$ cat src/rtl/sfc_pkg.sv
// Shared constants and types for the serial flash command engine.
// Assumes 32-bit register words and at most seven bytes per phase.
package sfc_pkg;
    localparam int LEN_W     = 3;
    localparam int MAX_BYTES = (1 << LEN_W) - 1;
    localparam int BUF_W     = MAX_BYTES * 8;

    localparam logic [7:0] OP_RDSR = 8'h05;

    localparam logic [2:0] A_CTRL = 3'd0;
    localparam logic [2:0] A_STAT = 3'd1;
    localparam logic [2:0] A_TXLO = 3'd2;
    localparam logic [2:0] A_TXHI = 3'd3;
    localparam logic [2:0] A_RXLO = 3'd4;
    localparam logic [2:0] A_RXHI = 3'd5;

    localparam int CB_TXL  = 0;
    localparam int CB_RXL  = 4;
    localparam int CB_SEND = 7;
    localparam int CB_TFIE = 8;
    localparam int CB_WCIE = 9;
    localparam int CB_RSR  = 10;
    localparam int CB_BANK = 12;

    typedef enum logic [1:0] {SQ_IDLE, SQ_TX, SQ_RX, SQ_FIN} seq_st_t;
endpackage

$ cat src/rtl/sfc_shift.sv
// SPI mode-0 byte shifter: moves one byte out MSB first while sampling one
// byte in. The clock idles low and each half period lasts HALF clk cycles.
// Assumes go is only raised while busy is low.
module sfc_shift #(
    parameter int HALF = 2
) (
    input  logic       clk,
    input  logic       rst_n,
    input  logic       go,
    input  logic [7:0] tx_byte,
    input  logic       miso,
    output logic       sck,
    output logic       mosi,
    output logic       done,
    output logic       busy,
    output logic [7:0] rx_byte
);
    localparam int CW = (HALF > 1) ? $clog2(HALF) : 1;

    logic [CW-1:0] cnt;
    logic [2:0]    bitn;
    logic [7:0]    sr_tx;
    logic [7:0]    sr_rx;
    logic          active;

    // Bit timing: toggle the clock every HALF cycles, sample on the rise, shift on the fall.
    always_ff @(posedge clk) begin
        if (!rst_n) begin
            cnt    <= '0;
            bitn   <= '0;
            sr_tx  <= '0;
            sr_rx  <= '0;
            active <= 1'b0;
            sck    <= 1'b0;
            done   <= 1'b0;
        end else begin
            done <= 1'b0;
            if (go && !active) begin
                active <= 1'b1;
                sck    <= 1'b0;
                cnt    <= '0;
                bitn   <= '0;
                sr_tx  <= tx_byte;
            end else if (active) begin
                if (cnt == CW'(HALF - 1)) begin
                    cnt <= '0;
                    if (!sck) begin
                        sck   <= 1'b1;
                        sr_rx <= {sr_rx[6:0], miso};
                    end else begin
                        sck <= 1'b0;
                        if (bitn == 3'd7) begin
                            active <= 1'b0;
                            done   <= 1'b1;
                        end else begin
                            bitn  <= bitn + 3'd1;
                            sr_tx <= {sr_tx[6:0], 1'b0};
                        end
                    end
                end else begin
                    cnt <= cnt + 1'b1;
                end
            end
        end
    end

    assign mosi    = sr_tx[7];
    assign busy    = active;
    assign rx_byte = sr_rx;

    AST_SCK_IDLE_LOW: assert property (@(posedge clk) disable iff (!rst_n)
        !active |-> !sck);
    AST_DONE_ON_FALL: assert property (@(posedge clk) disable iff (!rst_n)
        done |-> (!sck && $past(sck)));
endmodule

$ cat src/rtl/sfc_seq.sv
// Byte sequencer: on a start pulse it captures the counts and bank, runs the
// transmit phase and then the receive phase, holding one chip select low
// throughout, and then reports completion. Assumes one shifter byte in flight
// at a time and start pulses only while idle.
module sfc_seq
    import sfc_pkg::*;
#(
    parameter int NBANK  = 4,
    parameter int BANK_W = $clog2(NBANK)
) (
    input  logic                clk,
    input  logic                rst_n,
    input  logic                start_xfer,
    input  logic                start_rsr,
    input  logic [LEN_W-1:0]    tx_len,
    input  logic [LEN_W-1:0]    rx_len,
    input  logic [BANK_W-1:0]   bank,
    input  logic [BUF_W-1:0]    tx_buf,
    input  logic                sh_done,
    input  logic [7:0]          sh_rx,
    output logic                sh_go,
    output logic [7:0]          sh_byte,
    output logic [NBANK-1:0]    cs_n,
    output logic                rx_we,
    output logic                rx_clr,
    output logic [LEN_W-1:0]    rx_idx,
    output logic [7:0]          rx_data,
    output logic                xfer_done,
    output logic                rsr_done,
    output logic [7:0]          stat_byte
);
    seq_st_t             st;
    logic                is_rsr;
    logic                inflight;
    logic [LEN_W-1:0]    tx_n;
    logic [LEN_W-1:0]    rx_n;
    logic [LEN_W-1:0]    idx;
    logic [BANK_W-1:0]   bank_q;
    logic                sel;

    // Phase control: issue bytes one at a time and route replies.
    always_ff @(posedge clk) begin
        if (!rst_n) begin
            st        <= SQ_IDLE;
            is_rsr    <= 1'b0;
            inflight  <= 1'b0;
            tx_n      <= '0;
            rx_n      <= '0;
            idx       <= '0;
            bank_q    <= '0;
            sh_go     <= 1'b0;
            sh_byte   <= '0;
            rx_we     <= 1'b0;
            rx_clr    <= 1'b0;
            rx_idx    <= '0;
            rx_data   <= '0;
            xfer_done <= 1'b0;
            rsr_done  <= 1'b0;
            stat_byte <= '0;
        end else begin
            sh_go     <= 1'b0;
            rx_we     <= 1'b0;
            rx_clr    <= 1'b0;
            xfer_done <= 1'b0;
            rsr_done  <= 1'b0;
            case (st)
                SQ_IDLE: begin
                    idx      <= '0;
                    inflight <= 1'b0;
                    if (start_xfer) begin
                        is_rsr <= 1'b0;
                        tx_n   <= tx_len;
                        rx_n   <= rx_len;
                        bank_q <= bank;
                        rx_clr <= 1'b1;
                        if (tx_len != '0)      st <= SQ_TX;
                        else if (rx_len != '0) st <= SQ_RX;
                        else                   st <= SQ_FIN;
                    end else if (start_rsr) begin
                        is_rsr <= 1'b1;
                        tx_n   <= LEN_W'(1);
                        rx_n   <= LEN_W'(1);
                        bank_q <= bank;
                        st     <= SQ_TX;
                    end
                end
                SQ_TX: begin
                    if (!inflight) begin
                        sh_go    <= 1'b1;
                        sh_byte  <= is_rsr ? OP_RDSR : tx_buf[int'(idx)*8 +: 8];
                        inflight <= 1'b1;
                    end else if (sh_done) begin
                        inflight <= 1'b0;
                        if (idx == tx_n - 1'b1) begin
                            idx <= '0;
                            st  <= (rx_n != '0) ? SQ_RX : SQ_FIN;
                        end else begin
                            idx <= idx + 1'b1;
                        end
                    end
                end
                SQ_RX: begin
                    if (!inflight) begin
                        sh_go    <= 1'b1;
                        sh_byte  <= 8'h00;
                        inflight <= 1'b1;
                    end else if (sh_done) begin
                        inflight <= 1'b0;
                        if (is_rsr) begin
                            stat_byte <= sh_rx;
                        end else begin
                            rx_we   <= 1'b1;
                            rx_idx  <= idx;
                            rx_data <= sh_rx;
                        end
                        if (idx == rx_n - 1'b1) st <= SQ_FIN;
                        else                    idx <= idx + 1'b1;
                    end
                end
                default: begin
                    st <= SQ_IDLE;
                    if (is_rsr) rsr_done  <= 1'b1;
                    else        xfer_done <= 1'b1;
                end
            endcase
        end
    end

    assign sel = (st == SQ_TX) || (st == SQ_RX);

    for (genvar b = 0; b < NBANK; b++) begin : g_cs
        assign cs_n[b] = !(sel && (bank_q == BANK_W'(b)));
    end

    AST_COUNTS_HELD: assert property (@(posedge clk) disable iff (!rst_n)
        (st != SQ_IDLE && $past(st) != SQ_IDLE) |-> ($stable(tx_n) && $stable(rx_n)));
    AST_START_WHEN_IDLE: assert property (@(posedge clk) disable iff (!rst_n)
        (start_xfer || start_rsr) |-> (st == SQ_IDLE));
    AST_ONE_SELECT: assert property (@(posedge clk) disable iff (!rst_n)
        $onehot0(~cs_n));
    AST_DESELECT_AT_END: assert property (@(posedge clk) disable iff (!rst_n)
        (xfer_done || rsr_done) |-> (&cs_n));
endmodule

$ cat src/rtl/sfc_regs.sv
// Register file: control word with self-clearing start bits, write-one-to-clear
// status flags, transmit and receive buffers, and the interrupt combine.
// Assumes the sequencer raises xfer_done/rsr_done only after a start pulse.
module sfc_regs
    import sfc_pkg::*;
#(
    parameter int BANK_W = 2
) (
    input  logic               clk,
    input  logic               rst_n,
    input  logic               wr_en,
    input  logic [2:0]         wr_addr,
    input  logic [31:0]        wr_data,
    input  logic [2:0]         rd_addr,
    output logic [31:0]        rd_data,
    input  logic               wc_evt,
    input  logic               xfer_done,
    input  logic               rsr_done,
    input  logic [7:0]         stat_in,
    input  logic               rx_we,
    input  logic               rx_clr,
    input  logic [LEN_W-1:0]   rx_idx,
    input  logic [7:0]         rx_data,
    output logic               irq,
    output logic               start_xfer,
    output logic               start_rsr,
    output logic [LEN_W-1:0]   tx_len,
    output logic [LEN_W-1:0]   rx_len,
    output logic [BANK_W-1:0]  bank,
    output logic [BUF_W-1:0]   tx_buf
);
    logic             send_q;
    logic             rsr_q;
    logic             tfie;
    logic             wcie;
    logic             tff;
    logic             wcf;
    logic [7:0]       stat_q;
    logic [BUF_W-1:0] rx_buf;
    logic             busy;
    logic             ctrl_wr;
    logic             stat_wr;

    assign busy    = send_q | rsr_q;
    assign ctrl_wr = wr_en && (wr_addr == A_CTRL);
    assign stat_wr = wr_en && (wr_addr == A_STAT);

    // Control word: plain fields, start bits set only while idle, cleared on completion.
    always_ff @(posedge clk) begin
        if (!rst_n) begin
            send_q     <= 1'b0;
            rsr_q      <= 1'b0;
            tfie       <= 1'b0;
            wcie       <= 1'b0;
            tx_len     <= '0;
            rx_len     <= '0;
            bank       <= '0;
            start_xfer <= 1'b0;
            start_rsr  <= 1'b0;
        end else begin
            start_xfer <= 1'b0;
            start_rsr  <= 1'b0;
            if (ctrl_wr) begin
                tfie   <= wr_data[CB_TFIE];
                wcie   <= wr_data[CB_WCIE];
                tx_len <= wr_data[CB_TXL +: LEN_W];
                rx_len <= wr_data[CB_RXL +: LEN_W];
                bank   <= wr_data[CB_BANK +: BANK_W];
                if (!busy && wr_data[CB_SEND]) begin
                    send_q     <= 1'b1;
                    start_xfer <= 1'b1;
                end else if (!busy && wr_data[CB_RSR]) begin
                    rsr_q     <= 1'b1;
                    start_rsr <= 1'b1;
                end
            end
            if (xfer_done) send_q <= 1'b0;
            if (rsr_done)  rsr_q  <= 1'b0;
        end
    end

    // Status flags: event sets win over a same-cycle write-one clear.
    always_ff @(posedge clk) begin
        if (!rst_n) begin
            tff    <= 1'b0;
            wcf    <= 1'b0;
            stat_q <= '0;
        end else begin
            tff <= xfer_done | (tff & !(stat_wr && wr_data[0]));
            wcf <= wc_evt    | (wcf & !(stat_wr && wr_data[1]));
            if (rsr_done) stat_q <= stat_in;
        end
    end

    // Data buffers: software fills transmit bytes, the sequencer fills receive bytes.
    always_ff @(posedge clk) begin
        if (!rst_n) begin
            tx_buf <= '0;
            rx_buf <= '0;
        end else begin
            if (wr_en && wr_addr == A_TXLO) tx_buf[31:0]       <= wr_data;
            if (wr_en && wr_addr == A_TXHI) tx_buf[BUF_W-1:32] <= wr_data[BUF_W-33:0];
            if (rx_clr)     rx_buf <= '0;
            else if (rx_we) rx_buf[int'(rx_idx)*8 +: 8] <= rx_data;
        end
    end

    // Read mux.
    always_comb begin
        rd_data = '0;
        case (rd_addr)
            A_CTRL: begin
                rd_data[CB_TXL +: LEN_W]   = tx_len;
                rd_data[CB_RXL +: LEN_W]   = rx_len;
                rd_data[CB_SEND]           = send_q;
                rd_data[CB_TFIE]           = tfie;
                rd_data[CB_WCIE]           = wcie;
                rd_data[CB_RSR]            = rsr_q;
                rd_data[CB_BANK +: BANK_W] = bank;
            end
            A_STAT: rd_data = {16'h0, stat_q, 6'h0, wcf, tff};
            A_TXLO: rd_data = tx_buf[31:0];
            A_TXHI: rd_data = 32'(tx_buf[BUF_W-1:32]);
            A_RXLO: rd_data = rx_buf[31:0];
            A_RXHI: rd_data = 32'(rx_buf[BUF_W-1:32]);
            default: rd_data = '0;
        endcase
    end

    assign irq = (tff & tfie) | (wcf & wcie);

    AST_TFF_FROM_DONE: assert property (@(posedge clk) disable iff (!rst_n)
        $rose(tff) |-> $past(xfer_done));
    AST_SEND_SELF_CLEAR: assert property (@(posedge clk) disable iff (!rst_n)
        xfer_done |=> !send_q);
    AST_RSR_SELF_CLEAR: assert property (@(posedge clk) disable iff (!rst_n)
        rsr_done |=> !rsr_q);
    AST_WCF_FROM_EVT: assert property (@(posedge clk) disable iff (!rst_n)
        $rose(wcf) |-> $past(wc_evt));
endmodule

$ cat src/rtl/sflash_cmd_engine.sv
// Top level of the serial flash software command engine: register file,
// byte sequencer and SPI mode-0 shifter. Assumes NBANK is 2 to 16.
module sflash_cmd_engine #(
    parameter int NBANK = 4,
    parameter int HALF  = 2
) (
    input  logic              clk,
    input  logic              rst_n,
    input  logic              wr_en,
    input  logic [2:0]        wr_addr,
    input  logic [31:0]       wr_data,
    input  logic [2:0]        rd_addr,
    output logic [31:0]       rd_data,
    input  logic              wc_evt,
    output logic              irq,
    output logic              sck,
    output logic              mosi,
    input  logic              miso,
    output logic [NBANK-1:0]  cs_n
);
    import sfc_pkg::*;
    localparam int BANK_W = $clog2(NBANK);

    logic                start_xfer;
    logic                start_rsr;
    logic [LEN_W-1:0]    tx_len;
    logic [LEN_W-1:0]    rx_len;
    logic [BANK_W-1:0]   bank;
    logic [BUF_W-1:0]    tx_buf;
    logic                xfer_done;
    logic                rsr_done;
    logic [7:0]          stat_byte;
    logic                rx_we;
    logic                rx_clr;
    logic [LEN_W-1:0]    rx_idx;
    logic [7:0]          rx_data;
    logic                sh_go;
    logic [7:0]          sh_byte;
    logic                sh_done;
    logic                sh_busy;
    logic [7:0]          sh_rx;

    sfc_regs #(.BANK_W(BANK_W)) u_regs (
        .clk(clk), .rst_n(rst_n),
        .wr_en(wr_en), .wr_addr(wr_addr), .wr_data(wr_data),
        .rd_addr(rd_addr), .rd_data(rd_data), .wc_evt(wc_evt),
        .xfer_done(xfer_done), .rsr_done(rsr_done), .stat_in(stat_byte),
        .rx_we(rx_we), .rx_clr(rx_clr), .rx_idx(rx_idx), .rx_data(rx_data),
        .irq(irq), .start_xfer(start_xfer), .start_rsr(start_rsr),
        .tx_len(tx_len), .rx_len(rx_len), .bank(bank), .tx_buf(tx_buf)
    );

    sfc_seq #(.NBANK(NBANK), .BANK_W(BANK_W)) u_seq (
        .clk(clk), .rst_n(rst_n),
        .start_xfer(start_xfer), .start_rsr(start_rsr),
        .tx_len(tx_len), .rx_len(rx_len), .bank(bank), .tx_buf(tx_buf),
        .sh_done(sh_done), .sh_rx(sh_rx), .sh_go(sh_go), .sh_byte(sh_byte),
        .cs_n(cs_n), .rx_we(rx_we), .rx_clr(rx_clr), .rx_idx(rx_idx),
        .rx_data(rx_data), .xfer_done(xfer_done), .rsr_done(rsr_done),
        .stat_byte(stat_byte)
    );

    sfc_shift #(.HALF(HALF)) u_shift (
        .clk(clk), .rst_n(rst_n), .go(sh_go), .tx_byte(sh_byte),
        .miso(miso), .sck(sck), .mosi(mosi), .done(sh_done),
        .busy(sh_busy), .rx_byte(sh_rx)
    );

    AST_CLOCK_ONLY_SELECTED: assert property (@(posedge clk) disable iff (!rst_n)
        sck |-> !(&cs_n));
    AST_NO_GO_WHILE_BUSY: assert property (@(posedge clk) disable iff (!rst_n)
        sh_go |-> !sh_busy);
endmodule

$ cat config.mk
export PLATFORM = sky130hd
export DESIGN_NAME = sflash_cmd_engine
export DESIGN_NICKNAME = d
export VERILOG_FILES = /design/src/rtl/sfc_pkg.sv /design/src/rtl/sfc_shift.sv /design/src/rtl/sfc_seq.sv /design/src/rtl/sfc_regs.sv /design/src/rtl/sflash_cmd_engine.sv
export SDC_FILE = /design/constraint.sdc
export NUM_CORES = 1
export LEC_CHECK = 0
export ABC_CLOCK_PERIOD_IN_PS = 2700
export BUFFER_PORTS_ARGS = -buffer_cell sky130_fd_sc_hd__buf_2
export CAP_MARGIN = 0
export CORE_ASPECT_RATIO = 1.25
export CORE_UTILIZATION = 50
export CTS_CLUSTER_SIZE = 14
export DETAILED_ROUTE_END_ITERATION = 8
export PLACE_DENSITY = 0.77
export SYNTH_ARGS = -nofsm -noshare
export SYNTH_HDL_FRONTEND = slang
export SYNTH_HIERARCHICAL = 1
export SYNTH_SLANG_ARGS = --single-unit
$ cat constraint.sdc
create_clock -name clk -period 2.7 [get_ports clk]
set_input_delay 0.135 -clock clk [delete_from_list [all_inputs] [get_ports clk]]
set_output_delay 0.135 -clock clk [all_outputs]
set_load 0.05 [all_outputs]
# --- Yosys cells after proc, flatten, opt, wreduce, memory -nomap -nowiden ---
# Index checks and enable logic that the tools add are counted.
op_classes:
  div_mod_pow: 0
  bitwise: 17
  multipliers: 0
  muxes: 59
  reduce_logical: 60
  add_sub_neg: 6
  eq_ne: 27
  shift: 3
  order_cmp: 0
ops:
  columns: ["op", "count"]
  rows:
  - ["18-bit case mux with 5 select lines", 1]
  - ["8-bit 2-to-1 mux", 8]
  - ["56-bit bitwise mux", 1]
  - ["8-bit by 33-bit variable shift with 56-bit output, first input constant", 1]
  - ["56-bit by 7-bit indexed part select with 8-bit output", 1]
  - ["8-bit by 33-bit indexed part select with 56-bit output", 1]
  - ["7-bit case mux with 6 select lines", 1]
  - ["6-bit negation with 33-bit output", 1]
  - ["3-bit 2-to-1 mux", 9]
  - ["4-bit AND reduction", 6]
  - ["2-bit 2-to-1 mux", 11]
  - ["1-bit 2-to-1 mux", 20]
  - ["3-bit case mux with 6 select lines", 1]
  - ["8-bit case mux with 2 select lines", 1]
  - ["2-bit by 1-bit != test with 1-bit output, second input constant", 7]
  - ["1-bit logical AND", 13]
  - ["3-bit by 2-bit equality test with 1-bit output, second input constant", 4]
  - ["2-bit case mux with 6 select lines", 1]
  - ["2-bit AND reduction", 6]
  - ["2-bit nonzero test", 6]
  - ["3-bit nonzero test", 4]
  - ["2-bit OR reduction", 5]
  - ["3-bit equality test, second input constant", 3]
  - ["1-bit NOT", 9]
  - ["26 further kinds", 51]
totals:
  out_inout_bits: 39
  inputBits: 43
  rom_bits: 0
  mem_bits_rw: 0
  memories: 0
  reg_bits: 206
  latch_bits: 0
  wordCells: 210

# --- Logic depth before layout (Yosys ltp) ---
# Gate-level depths: netlist of run 1.
depth:
  depth_word: 6
  ltp_mapped: 9
  ltp_nobuf: 7

# --- Hierarchy ---
# The synthesis of run 1 kept the hierarchy.
by_module_without_submodules:
  columns: ["mod", "cells_per_inst", "seq_area_each_um2", "n_inst", "area_per_inst_um2"]
  rows:
  - ["sfc_regs", 746, 2722.6, 1, 6379.9]
  - ["sfc_seq", 281, 940.9, 1, 2491.1]
  - ["sfc_shift", 92, 460.4, 1, 967.2]

# --- Worst setup path after synthesis of run 1 ---
# No wires, ideal clock.
synth_timing:
  kind: "flip-flop to flip-flop"
  from: "register u_seq.rx_idx[0]"
  to: "register u_regs.rx_buf[53]"
  arrival_ns: 2.274
  stages_incl_launch_ff: 10
  required_time_ns: 2.599
  setup_ns: 0.101
  synth_period_minus_slack_ns: 2.375
  path_slack_ns: 0.325
  path_buffers: 3
  path_cell_list: "dfxtp_1 -> buf_2 -> inv_1 -> ha_1 -> ha_1 -> or3b_1 -> clkbuf_2 -> or3_1 -> buf_2 -> o41ai_1"
synth_via:
  elab_chain_len: 3
  word_cells_on_any_way: 4
  cone_classes: "add/sub: 1; shift: 2; mux: 1"
synth_rtl:
  columns: ["element", "line", "source"]
  rows:
  - ["start, declared", "sfc_seq.sv:26", "output logic [LEN_W-1:0] rx_idx,"]
  - ["start signal, assigned", "sfc_seq.sv:113", "rx_idx <= idx;"]
  - ["6-bit negation with 33-bit output (*)", "sfc_regs.sv:104", "else if (rx_we) rx_buf[int'(rx_idx)*8 +: 8] <= rx_data;"]
  - ["8-bit by 33-bit indexed part select with 56-bit output or 8-bit by 33-bit variable shift with 56-bit output (tied branches)", "sfc_regs.sv:104", null]
  - ["56-bit bitwise mux (*)", "sfc_regs.sv:104", null]
  - ["end signal, assigned by index", "sfc_regs.sv:104", null]
  - ["end, declared", "sfc_regs.sv:39", "logic [BUF_W-1:0] rx_buf;"]
# Mark *: on every way between the ends. The rest lies on a longest branch, timed or not.
# A chain may end at the register's enable or synchronous reset.

# --- Worst setup path in the final report of run 1 ---
layout_timing:
  from: "register u_seq.rx_idx[0]"
  to: "register u_regs.rx_buf[51]"
# The elaborated chain is that of the path after synthesis.

==> results of run 1 <==
cells in the mapped netlist, types with 9 or more instances:
| master | number | area, um2 |
|---|---|---|
| nand2_1 | 213 | 800 |
| dfxtp_1 | 206 | 4120 |
| mux2i_1 | 109 | 1090 |
| clkbuf_1 | 63 | 236 |
| o21ai_0 | 54 | 270 |
| a21oi_1 | 50 | 250 |
| a21boi_0 | 45 | 338 |
| nand3_1 | 38 | 190 |
| nor2_1 | 37 | 139 |
| inv_1 | 25 | 93.8 |
| nor2b_1 | 25 | 156 |
| buf_2 | 17 | 85.1 |
| o211ai_1 | 17 | 128 |
| ha_1 | 14 | 175 |
| a211o_1 | 11 | 96.3 |
| o41ai_1 | 11 | 96.3 |
| a22oi_1 | 10 | 75.1 |
| o31ai_1 | 10 | 75.1 |
| or3_1 | 10 | 62.6 |
| nand3b_1 | 9 | 67.6 |
worst register-to-register path, stage by stage (launching register included):
cell and delay, ns:
dfxtp_1 0.33, inv_1 0.06, ha_1 0.22, ha_1 0.35, or3b_1 0.43, or3_1 0.48
o41ai_1 0.33
per-layer routing:
metal  global-route usage (%)  vias up  wire, um
li1                         -     4142         -
met1                     35.6     4185     11500
met2                     46.9      403     14100
met3                     3.98       74      2060
met4                     13.5        0      1220
met5                        0        -         0
cells by family (layout without fill, tap and decap cells):
| logic type | after synthesis | count (layout) |
|---|---|---|
| xor+xnor | 7 | 7 |
| flops | 206 | 206 |
| buf+inv | 118 | 208 |
| mux | 122 | 122 |
| simple gates | 382 | 382 |
| compound gates | 270 | 270 |
| fa+ha+maj | 14 | 14 |
what timing repair did:
| item | in CTS | in global routing |
|---|---|---|
| hold buffers | 35 | 0 |
| gates resized for setup | 0 | 0 |
| endpoints found under the hold margin | 71 | 0 |
flip-flops by register name, summed over array words and instances (netlist names), 8 cells and up:
name / count
u_shift/sr_tx: 8
u_seq/sh_byte: 8
u_seq/rx_data: 8
u_seq/stat_byte: 8
u_regs/tx_buf: 56
u_regs/rx_buf: 56
u_shift/rx_byte: 8
u_regs/stat_q: 8
power breakdown:
part           internal [mW]  leakage [nW]  switching [mW]  total [mW]
Combinational          0.246          2.45           0.397       0.643
Sequential              3.11          1.66          0.0670        3.17
Clock                   1.87         0.364            1.20        3.07
Total                   5.23          4.47            1.66        6.89
worst max path at each step:
stage / from / endpoint / slack (ns) / depth (start not counted)
floorplan: u_seq/rx_idx[0]$_SDFFE_PN0P_ / u_regs/rx_buf[53]$_SDFFE_PP0P_ / 0.33 / 9
global placement: u_seq/rx_idx[0]$_SDFFE_PN0P_ / u_regs/rx_buf[33]$_SDFFE_PP0P_ / 0.47 / 7
detailed placement: u_seq/rx_idx[0]$_SDFFE_PN0P_ / u_regs/rx_buf[39]$_SDFFE_PP0P_ / 0.43 / 7
CTS: u_seq/rx_idx[0]$_SDFFE_PN0P_ / u_regs/rx_buf[51]$_SDFFE_PP0P_ / 0.41 / 6
global route: u_seq/rx_idx[0]$_SDFFE_PN0P_ / u_regs/rx_buf[40]$_SDFFE_PP0P_ / 0.27 / 7
finish: u_seq/rx_idx[0]$_SDFFE_PN0P_ / u_regs/rx_buf[51]$_SDFFE_PP0P_ / 0.40 / 6
area by class of cell:
| class | instances | area share [%] |
|---|---|---|
| multi-input combinational | 795 | 45.5 |
| inverter | 25 | 0.814 |
| timing repair buffer | 146 | 8.64 |
| clock buffer | 32 | 5.72 |
| clock inverter | 5 | 0.651 |
| tap | 265 | 2.88 |
| sequential | 206 | 35.8 |
through the flow:
step | instance area [um2] | power (mW) | hold slack [ns] | setup slack, ns | cells
after floorplan | 9840 | 3.65 | 0.211 | 0.325 | 1119
after global placement | 10400 | 3.81 | 0.386 | 0.474 | 1402
after detailed placement | 10400 | 3.83 | 0.395 | 0.426 | 1402
after CTS | 11500 | 6.89 | 0.0382 | 0.413 | 1474
after global routing | 11500 | 7.10 | 0.0701 | 0.268 | 1474
final | 11500 | 6.89 | 0.0513 | 0.405 | 1474
==> results.yml, run 1 <==
clocking:
  postCtsSetupRepairBufs: 0
  insertion_delay_ns: 0.50
  cts.sinks: 206
  cts-htree-levels: 1
  numCtsBuffers: 22
  clockBufferDepth: 3
  clk_pin_slew_ns: 0.06
  cts_tree: "yes"
  cts-root-buf: "clkbuf_16"
finish:
  drive_gt1_share_pct: 14.1
  areaGrowthSynthToFinish_pct: 17.2
  multi_input_area_um2: 5250
  n_fill_cell: 1665
  final-seq-area_um2: 4120
  utilization_pct: 59.7
  final_common_cell: "nand2_1"
  final_cell_mix: "nand2_1, dfxtp_1, mux2i_1"
  num-nets-final: 1253
  n_antenna_cell: 0
global_route:
  antenna_found_initial: 0
  grt_pass1_wl_um: 44700
  grt_overflow: 0
  track_usage_pct: 28.2
  grt_max_degree: 133
  grt_pass1_vias: 8231
sta:
  setup_viol: 0
  hold_violations: 0
  tns_ns: 0
  final_max_slew_viol_count: 0
  rsz0062_at_grt: "no"
  period_share_pct: 85.0
  tightest_slew_ns: 0.776
  fin_worst_skew_ns: 0.00726
  layout_min_cycle_time_ns: 2.30
  relSlewSlack_pct: 48.3
  fmax_mhz: 436
synthesis:
  synthFlopType: "dfxtp_1"
  ys_ff_latch: 206
  synth_fa_ha_area_share_pct: 1.78
  synth_compound_area_share_pct: 18.8
  synth_edf_count: 0
  syn-num-nets: 1176
  ys_seq_area_share_pct: 41.9
  synthDistinctLibCells: 65
  syn_inst: 1119
  yosysWarnings: 6
  synth_xor_area_share_pct: 0.763
  synthArstFlopShare_pct: 0
  synth.mux.area_fraction_pct: 13.5
  synth_top_family_by_area: "compound AO/OA/AOI/OAI gates"
  syn-mean-instance-area_um2: 8.79
  netlist_area_um2: 9840
  synthSimpleGateAreaFrac_pct: 18.3
setup_path:
  cpMostUsedCell: "ha_1"
  worstPathBufferInverterCount: 1
  critPathRequiredTime_ns: 3.08
  ff2ff_path_depth: 6
  critical_path_class: "flip-flop to flip-flop"
  crit_path_end_kind: "flip-flop"
  r2r-end: "u_regs/rx_buf[51]$_SDFFE_PP0P_"
  critical_path.cell_chain: "inv_1 > ha_1 > ha_1 > or3b_1 > or3_1 > o41ai_1"
  reg2reg_slack_ns: 0.40
  regToRegStartpoint: "u_seq/rx_idx[0]$_SDFFE_PN0P_"
  crit_arrival_ns: 2.68
  crit_family: "simple AND/OR/NAND/NOR gates"
  slowest_stage: "or3_1"
  cpPeakStageDelay_ns: 0.48
  critPathLaunchType: "flip-flop"
  cp_max_fo: 8
min_path:
  min_to: "u_regs/tff$_SDFF_PN0_"
  min_from: "wr_addr[1]"
  min_path_type: "input pin to flip-flop"
  hold-path-cell-count: 3
die:
  die_area_um2: 20200
  die_h_um: 159
  die_w_um: 127
  ioPinCount: 82
  initial_utilization_pct: 50.9
  rows: 57
  coreArea_um2: 19300
power:
  cellPowerDensity_nw_per_um2: 598
  p_leak_nw: 4.47
  ir_drop_mv: 0.476
routing:
  avgRoutedWirePerCell_um: 19.6
  drtIter0Drc: 814
  drt-total-wl_um: 28800
  vias_per_cell: 5.97
  drc_errors: 0
  dr.pass1.iters: 6
  antenna_left: 0
  via_count: 8804
placement:
  dp_hpwl_um: 20000
  io_buffers: 81
  place.gp.congestion: 0.883
job:
  maxCapViolations: 0
run_status:
  status: "complete, no violations"
(Power assumes the default switching activity.)
==> inputs of run 2 (changes only) <==
- CORE_UTILIZATION: 50 -> 54
- PLACE_DENSITY: 0.77 -> 0.81
==> results.yml, run 2 (synthesis results as in run 1) <==
sta:
  fin_worst_skew_ns: 0.0112
  fmax_mhz: 428
  tns_ns: 0
  final_max_slew_viol_count: 0
  relSlewSlack_pct: 27.5
  setup_viol: 0
  period_share_pct: 86.6
  layout_min_cycle_time_ns: 2.34
  holdWs_ns: 0.0830
  rsz0062_at_grt: "no"
  tightest_slew_ns: 1.09
  hold_violations: 0
job:
  maxCapViolations: 0
run_status:
  status: "complete, no violations"
clocking:
  clk_pin_slew_ns: 0.06
  insertion_delay_ns: 0.49
  cts.sinks: 206
  cts-htree-levels: 1
  cts-root-buf: "clkbuf_16"
  clockBufferDepth: 3
  cts_resized: 0
  numCtsBuffers: 21
  cts_tree: "yes"
setup_path:
  critical_path.cell_chain: "dlygate4sd3_1 > buf_4 > buf_4 > nand3_1 > nor3b_1 > dlygate4sd3_1"
  cp_max_fo: 127
  slowest_stage: "buf_4"
  critPathLaunchType: "input pin"
  crit_arrival_ns: 2.77
  critical_path_class: "input pin to flip-flop"
  crit_path_end_kind: "flip-flop"
  cpPeakStageDelay_ns: 0.83
  critPathRequiredTime_ns: 3.13
global_route:
  track_usage_pct: 30.4
  grt_overflow: 0
  grt_max_degree: 128
  grt_pass1_vias: 8155
  antenna_found_initial: 0
  grt_pass1_wl_um: 44400
die:
  coreArea_um2: 17600
  die_area_um2: 18800
  rows: 54
  die_h_um: 153
  initial_utilization_pct: 55.8
  ioPinCount: 82
  die_w_um: 123
placement:
  dp.cells: 1353
  place.gp.congestion: 0.914
  io_buffers: 81
  dp_hpwl_um: 19500
routing:
  drc_errors: 0
  drt-total-wl_um: 28500
  antenna_left: 0
  avgRoutedWirePerCell_um: 20.1
  dr.pass1.iters: 6
  vias_per_cell: 6.22
  via_count: 8832
  drtIter0Drc: 761
power:
  p_leak_nw: 4.41
  ir_drop_mv: 0.504
  cellPowerDensity_nw_per_um2: 590
finish:
  drive_gt1_share_pct: 13.4
  areaGrowthSynthToFinish_pct: 15.7
  stdcell_count: 1421
  final_common_cell: "nand2_1"
  num-nets-final: 1245
  final_cell_mix: "nand2_1, dfxtp_1, mux2i_1"
  top_regs: "u_regs/rx_buf (56), u_regs/tx_buf (56)"
  n_antenna_cell: 0
min_path:
  min_path_type: "input pin to flip-flop"
==> run 2: report_power, final <==
group | internal (mW) | switching (mW)
sequential | 3.11 | 0.0683
clock | 1.74 | 1.16
combinational | 0.246 | 0.395
total | 5.09 | 1.63
==> run 2: final timing paths <==
path	start	end	slack (ns)	depth (start not counted)
worst max-delay path	rst_n	u_regs/start_rsr$_SDFF_PP0_	0.36	6
worst min-delay path	wr_addr[1]	u_regs/tff$_SDFF_PN0_	0.08	3
worst max register to register	u_seq/rx_idx[0]$_SDFFE_PN0P_	u_regs/rx_buf[51]$_SDFFE_PP0P_	0.45	6
worst min register to register	u_regs/rx_buf[45]$_SDFFE_PP0P_	u_regs/rx_buf[45]$_SDFFE_PP0P_	0.46	2
==> run 2: final cells by class <==
| class | count | area [um2] |
|---|---|---|
| Fill cell | 1419 | 6250 |
| Timing Repair Buffer | 139 | 958 |
| Sequential cell | 206 | 4120 |
| Clock inverter | 4 | 72.6 |
| Inverter | 25 | 93.8 |
| Multi-Input combinational cell | 795 | 5250 |
| Tap cell | 224 | 280 |
| Clock buffer | 28 | 602 |
==> run 2: stage by stage <==
| stage | util (%) | worst slack [ns] | cell area, um2 | power (mW) |
|---|---|---|---|---|
| floorplan | - | 0.325 | 9840 | 3.65 |
| global placement | 58.7 | 0.576 | 10300 | 3.81 |
| detailed placement | 58.7 | 0.502 | 10300 | 3.82 |
| CTS | 64.5 | 0.416 | 11400 | 6.72 |
| global route | 64.5 | 0.193 | 11400 | 6.92 |
| finish | 64.5 | 0.362 | 11400 | 6.72 |
==> run 2: critical path, delay by kind of cell <==
| family | cells | cell delay [ns] |
|---|---|---|
| buf+inv | 4 | 2.12 |
| simple gates | 2 | 0.48 |
==> run 2: repair_timing <==
| action | CTS | global route |
|---|---|---|
| buffers inserted | 0 | 0 |
| hold buffers | 36 | 0 |
| endpoints found under the hold margin | 75 | 0 |
| endpoints found under the setup margin | 0 | 0 |
==> run 2: layer usage <==
metal / up-vias / wire length [um] / GRT usage (%)
met5: - / 0 / 0
met4: 0 / 1720 / 17.8
met3: 93 / 2250 / 3.99
met2: 453 / 13300 / 47.9
met1: 4180 / 11300 / 39.5
li1: 4106 / - / -
